--- src/rtl/ebus_pkg.sv ---
package ebus_pkg;
    // Idle level of the emulated line: pulled high or (after inversion) low.
    typedef enum logic {
        POL_HIGH_IDLE = 1'b0,
        POL_LOW_IDLE  = 1'b1
    } ebus_pol_e;
endpackage

--- src/rtl/ebus_resolve.sv ---
// Per-bit wired-AND resolution; inverted polarity flips data in and out.
module ebus_resolve #(
    parameter int N_SRC = 4,
    parameter int WIDTH = 8,
    parameter ebus_pkg::ebus_pol_e POLARITY = ebus_pkg::POL_HIGH_IDLE
) (
    input  logic [N_SRC*WIDTH-1:0] src_data,
    input  logic [N_SRC-1:0]       src_en,
    output logic [WIDTH-1:0]       wired
);
    localparam bit FLIP = (POLARITY == ebus_pkg::POL_LOW_IDLE);

    for (genvar b = 0; b < WIDTH; b++) begin : g_bit
        logic [N_SRC-1:0] release_or_high;
        for (genvar s = 0; s < N_SRC; s++) begin : g_src
            logic line_val;
            if (FLIP) begin : g_inv
                assign line_val = ~src_data[s*WIDTH + b];
            end else begin : g_dir
                assign line_val = src_data[s*WIDTH + b];
            end
            assign release_or_high[s] = ~src_en[s] | line_val;
        end
        if (FLIP) begin : g_out_inv
            assign wired[b] = ~(&release_or_high);
        end else begin : g_out_dir
            assign wired[b] = &release_or_high;
        end
    end
endmodule

--- src/rtl/ebus_detect.sv ---
// Idle and driver-conflict detection on the raw source words.
module ebus_detect #(
    parameter int N_SRC = 4,
    parameter int WIDTH = 8
) (
    input  logic [N_SRC*WIDTH-1:0] src_data,
    input  logic [N_SRC-1:0]       src_en,
    output logic                   idle,
    output logic                   conflict
);
    logic [WIDTH-1:0] seen_one;
    logic [WIDTH-1:0] seen_zero;

    always_comb begin
        seen_one  = '0;
        seen_zero = '0;
        for (int s = 0; s < N_SRC; s++) begin
            if (src_en[s]) begin
                seen_one  = seen_one  |  src_data[s*WIDTH +: WIDTH];
                seen_zero = seen_zero | ~src_data[s*WIDTH +: WIDTH];
            end
        end
        idle     = (src_en == '0);
        conflict = |(seen_one & seen_zero);
    end
endmodule

--- src/rtl/ebus_bus.sv ---
module ebus_bus #(
    parameter int N_SRC = 4,
    parameter int WIDTH = 8,
    parameter ebus_pkg::ebus_pol_e POLARITY = ebus_pkg::POL_HIGH_IDLE
) (
    input  logic                   clk,
    input  logic                   rst_n,
    input  logic [N_SRC*WIDTH-1:0] src_data,
    input  logic [N_SRC-1:0]       src_en,
    input  logic                   ovr_on,
    input  logic [WIDTH-1:0]       ovr_level,
    output logic [WIDTH-1:0]       bus_o,
    output logic                   idle_o,
    output logic                   conflict_o,
    output logic [WIDTH-1:0]       bus_q_o,
    output logic                   idle_q_o,
    output logic                   conflict_q_o
);
    localparam logic [WIDTH-1:0] IDLE_WORD =
        (POLARITY == ebus_pkg::POL_LOW_IDLE) ? '0 : '1;

    typedef struct packed {
        logic [WIDTH-1:0] bus;
        logic             idle;
        logic             conflict;
    } view_t;

    logic [WIDTH-1:0] wired;
    logic             idle_w;
    logic             conflict_w;
    view_t            view_d;
    view_t            view_q;

    ebus_resolve #(.N_SRC(N_SRC), .WIDTH(WIDTH), .POLARITY(POLARITY)) u_resolve (
        .src_data (src_data),
        .src_en   (src_en),
        .wired    (wired)
    );

    ebus_detect #(.N_SRC(N_SRC), .WIDTH(WIDTH)) u_detect (
        .src_data (src_data),
        .src_en   (src_en),
        .idle     (idle_w),
        .conflict (conflict_w)
    );

    always_comb begin
        view_d.bus      = (idle_w && ovr_on) ? ovr_level : wired;
        view_d.idle     = idle_w;
        view_d.conflict = conflict_w;
    end

    always_ff @(posedge clk) begin
        if (!rst_n) begin
            view_q.bus      <= IDLE_WORD;
            view_q.idle     <= 1'b1;
            view_q.conflict <= 1'b0;
        end else begin
            view_q <= view_d;
        end
    end

    assign bus_o        = view_d.bus;
    assign idle_o       = view_d.idle;
    assign conflict_o   = view_d.conflict;
    assign bus_q_o      = view_q.bus;
    assign idle_q_o     = view_q.idle;
    assign conflict_q_o = view_q.conflict;
endmodule

--- config.mk ---
export PLATFORM = sky130hd
export DESIGN_NAME = ebus_bus
export DESIGN_NICKNAME = d
export VERILOG_FILES = /design/src/rtl/ebus_pkg.sv /design/src/rtl/ebus_resolve.sv /design/src/rtl/ebus_detect.sv /design/src/rtl/ebus_bus.sv
export SDC_FILE = /design/constraint.sdc
export NUM_CORES = 1
export LEC_CHECK = 0
export ABC_AREA = 1
export BUFFER_PORTS_ARGS = -buffer_cell sky130_fd_sc_hd__buf_2
export CAP_MARGIN = 30
export CORE_MARGIN = 2
export CORE_UTILIZATION = 46
export DETAILED_ROUTE_END_ITERATION = 6
export GPL_ROUTABILITY_DRIVEN = 0
export MAX_ROUTING_LAYER = met4
export PLACE_DENSITY = 0.88
export SYNTH_ARGS = -nofsm -noshare
export SYNTH_HDL_FRONTEND = slang
export SYNTH_SLANG_ARGS = --single-unit
--- constraint.sdc ---
create_clock -name clk -period 2.5 [get_ports clk]
set_input_delay 0.25 -clock clk [delete_from_list [all_inputs] [get_ports clk]]
set_output_delay 0.25 -clock clk [all_outputs]
set_load 0.01 [all_outputs]
==> results_dict.tcl <==
set metrics [dict create \
    worstPathArrival_ns 1.30 \
    rows 17 \
    max_slew_margin_pct 79.4 \
    synth_ff_type "dfxtp_1" \
    required_ns 2.25 \
    p_leak_nw 0.970 \
    wire_per_inst_um 8.17 \
    synth-async-reset-ratio_pct 0 \
    cp_num_buf_inv 5 \
    synth_top_area_share_pct 33.4 \
    synth_edf_count 0 \
    ys_ff_latch 10 \
    cp-start-kind "input pin" \
    synth_area_um2 1080 \
    grt_usage_pct 18.6 \
    final.period_utilization_pct 62.0 \
    cts.sinks 10 \
    grt_max_degree 18 \
    grtUsageMet1_pct 21.0 \
    critical_path.max_stage_delay_ns 0.25 \
    cts_max_path_buffers 2 \
    drive_gt1_share_pct 32.6 \
    cts_tree "done" \
    synth_common_cells "nand2_1, inv_1, dfxtp_1, nand4_1, nor2_2" \
    syn_to_final_growth_pct 29.9 \
    path_max_fanout 16 \
    clock-root-buffer "clkbuf_4" \
    rsz0062_at_grt "false" \
    detail-route-antenna-nets 0 \
    io_buffer_count 66 \
    grt_busiest_layer "met2" \
    grtUsageMet3_pct 2.00 \
    htree_levels 1 \
    slew_violations 0 \
    dp_hpwl_um 2090 \
    setup_viol 0 \
    vias_per_cell 4.23 \
    internal-power_mw 0.344 \
    vias 1236 \
    power_mw 0.509 \
    syn-num-nets 249 \
    pwr_density_cell_nw_per_um2 363 \
    critPathTopFamily "buffers and inverters" \
    syn-mean-instance-area_um2 5.35 \
    diodes 0 \
    core_area_um2 2210 \
    cp_cell_sequence "buf_2 -> inv_1 -> nand3_2 -> inv_2 -> nand2_8 -> nor2_2 -> or2_1 -> inv_1 -> buf_2" \
    hold_viol 0 \
    start_util_pct 48.8 \
    comb_power_share_pct 38.1 \
    yosysWarningCount 0 \
    use_met2_pct 32.9 \
    grt_pass1_vias 968 \
    die_h_um 52.5 \
    critPathSlowestCell "buf_2" \
    path_class "input pin to output port" \
    finalSetupTns_ns 0 \
    switching_share_pct 32.4 \
    path_clk_slew_ns 0.06 \
    drtIter0Drc 14 \
    synth.most_common_cell "nand2_1" \
    seqPwrFrac_pct 34.2 \
    yosysUniqueCellTypes 15 \
    seq_area_frac_synth_pct 18.5 \
    clkPwrFrac_pct 27.7 \
    end_kind "output port" \
    drt-total-wl_um 2390 \
    grt_pass1_wl_um 3750 \
    holdCritPathClass "input pin to register" \
    power.switching_mw 0.165 \
    cts_resized 0 \
    grt_overflow 0 \
    ctsHoldBuffers 0 \
    synthCells 202 \
    ys_top_cells_by_area "nand2_1, dfxtp_1, inv_1" \
    layout.nets 312 \
    max-cap-violations 0 \
    outcome "finished clean" \
    min_period_ns 1.55 \
    irDropWorstVdd_mv 0.234 \
    fmax_ghz 0.645 \
    tightest_slew_ns 0.309 \
    synth_top_cell_by_area "nand2_1" \
    dr.pass1.iters 4 \
    drc 0 \
    cts_buffers 3 \
    die_w_um 52.5 \
    post_cts_buffers 0 \
    ios 67 \
    dieArea_um2 2750 \
    grt_antenna_before_repair 0 \
]
[power by group through the flow]
| stage | Clock (mW) | Sequential, mW | Combinational (mW) |
|---|---|---|---|
| after floorplan | 0 | 0.185 | 0.118 |
| after global placement | 0 | 0.177 | 0.193 |
| after detailed placement | 0 | 0.178 | 0.197 |
| after CTS | 0.148 | 0.174 | 0.197 |
| after global routing | 0.150 | 0.175 | 0.223 |
| final | 0.141 | 0.174 | 0.194 |
[final timing paths]
| kind | to | startpoint | depth (start not counted) | slack [ns] |
|---|---|---|---|---|
| worst max-delay path | bus_o[2] | src_en[2] | 9 | 0.95 |
| worst min-delay path | bus_q_o[2]$_SDFF_PN1_ | rst_n | 2 | 0.24 |
[final cells by class]
cell class              count  area [µm²]
multi-input cells         132         606
clock buffers               4        36.3
repair buffers             66         330
flip-flops and latches     10         200
well taps                  28        35.0
fillers                   236         810
inverters                  52         195
[layout by cell type, fill, tap and decap left out]
| cell type | n |
|---|---|
| clkbuf_8 | 1 |
| clkbuf_4 | 3 |
| buf_2 | 66 |
| a21oi_2 | 1 |
| o21ai_1 | 4 |
| inv_1 | 50 |
| nand2_1 | 96 |
| nand2_8 | 1 |
| nand4_1 | 10 |
| nor2_2 | 10 |
| nor2_4 | 1 |
| nand3_2 | 1 |
| or2_1 | 8 |
| dfxtp_1 | 10 |
| inv_2 | 2 |
[sequential cells by signal (all words and copies together), names as in the netlist]
register	flops
bus_q_o	8
conflict_q_o	1
idle_q_o	1
[stage by stage]
| stage | setup WS, ns | instances | hold WS [ns] | utilization (%) | cell area (µm²) |
|---|---|---|---|---|---|
| 2_1_floorplan | 1.28 | 202 | 0.442 | - | 1080 |
| 3_3_place_gp | 0.990 | 288 | 0.516 | 61.8 | 1370 |
| 3_5_place_dp | 0.937 | 288 | 0.520 | 61.8 | 1370 |
| 4_1_cts | 0.938 | 292 | 0.232 | 63.4 | 1400 |
| 5_1_grt | 0.871 | 292 | 0.248 | 63.4 | 1400 |
| 6_report | 0.950 | 292 | 0.243 | 63.4 | 1400 |
[cell families (layout without fill, tap and decap cells)]
family | count (synthesis) | in the layout | share of synthesized area, %
buffers and inverters | 60 | 122 | 25.4
DFF | 10 | 10 | 18.5
and+or+nand+nor | 127 | 127 | 53.4
AOI/OAI and AO/OA | 5 | 5 | 2.67
[per-layer routing]
metal  share of wire (%)  up-vias  routed length [µm]
met4                 1.5        0                  35
met5                   0        -                   0
met1                  44      487                1040
met2                  49       42                1160
met3                 6.2        3                 149
li1                    -      704                   -
(Power assumes the default switching activity.)
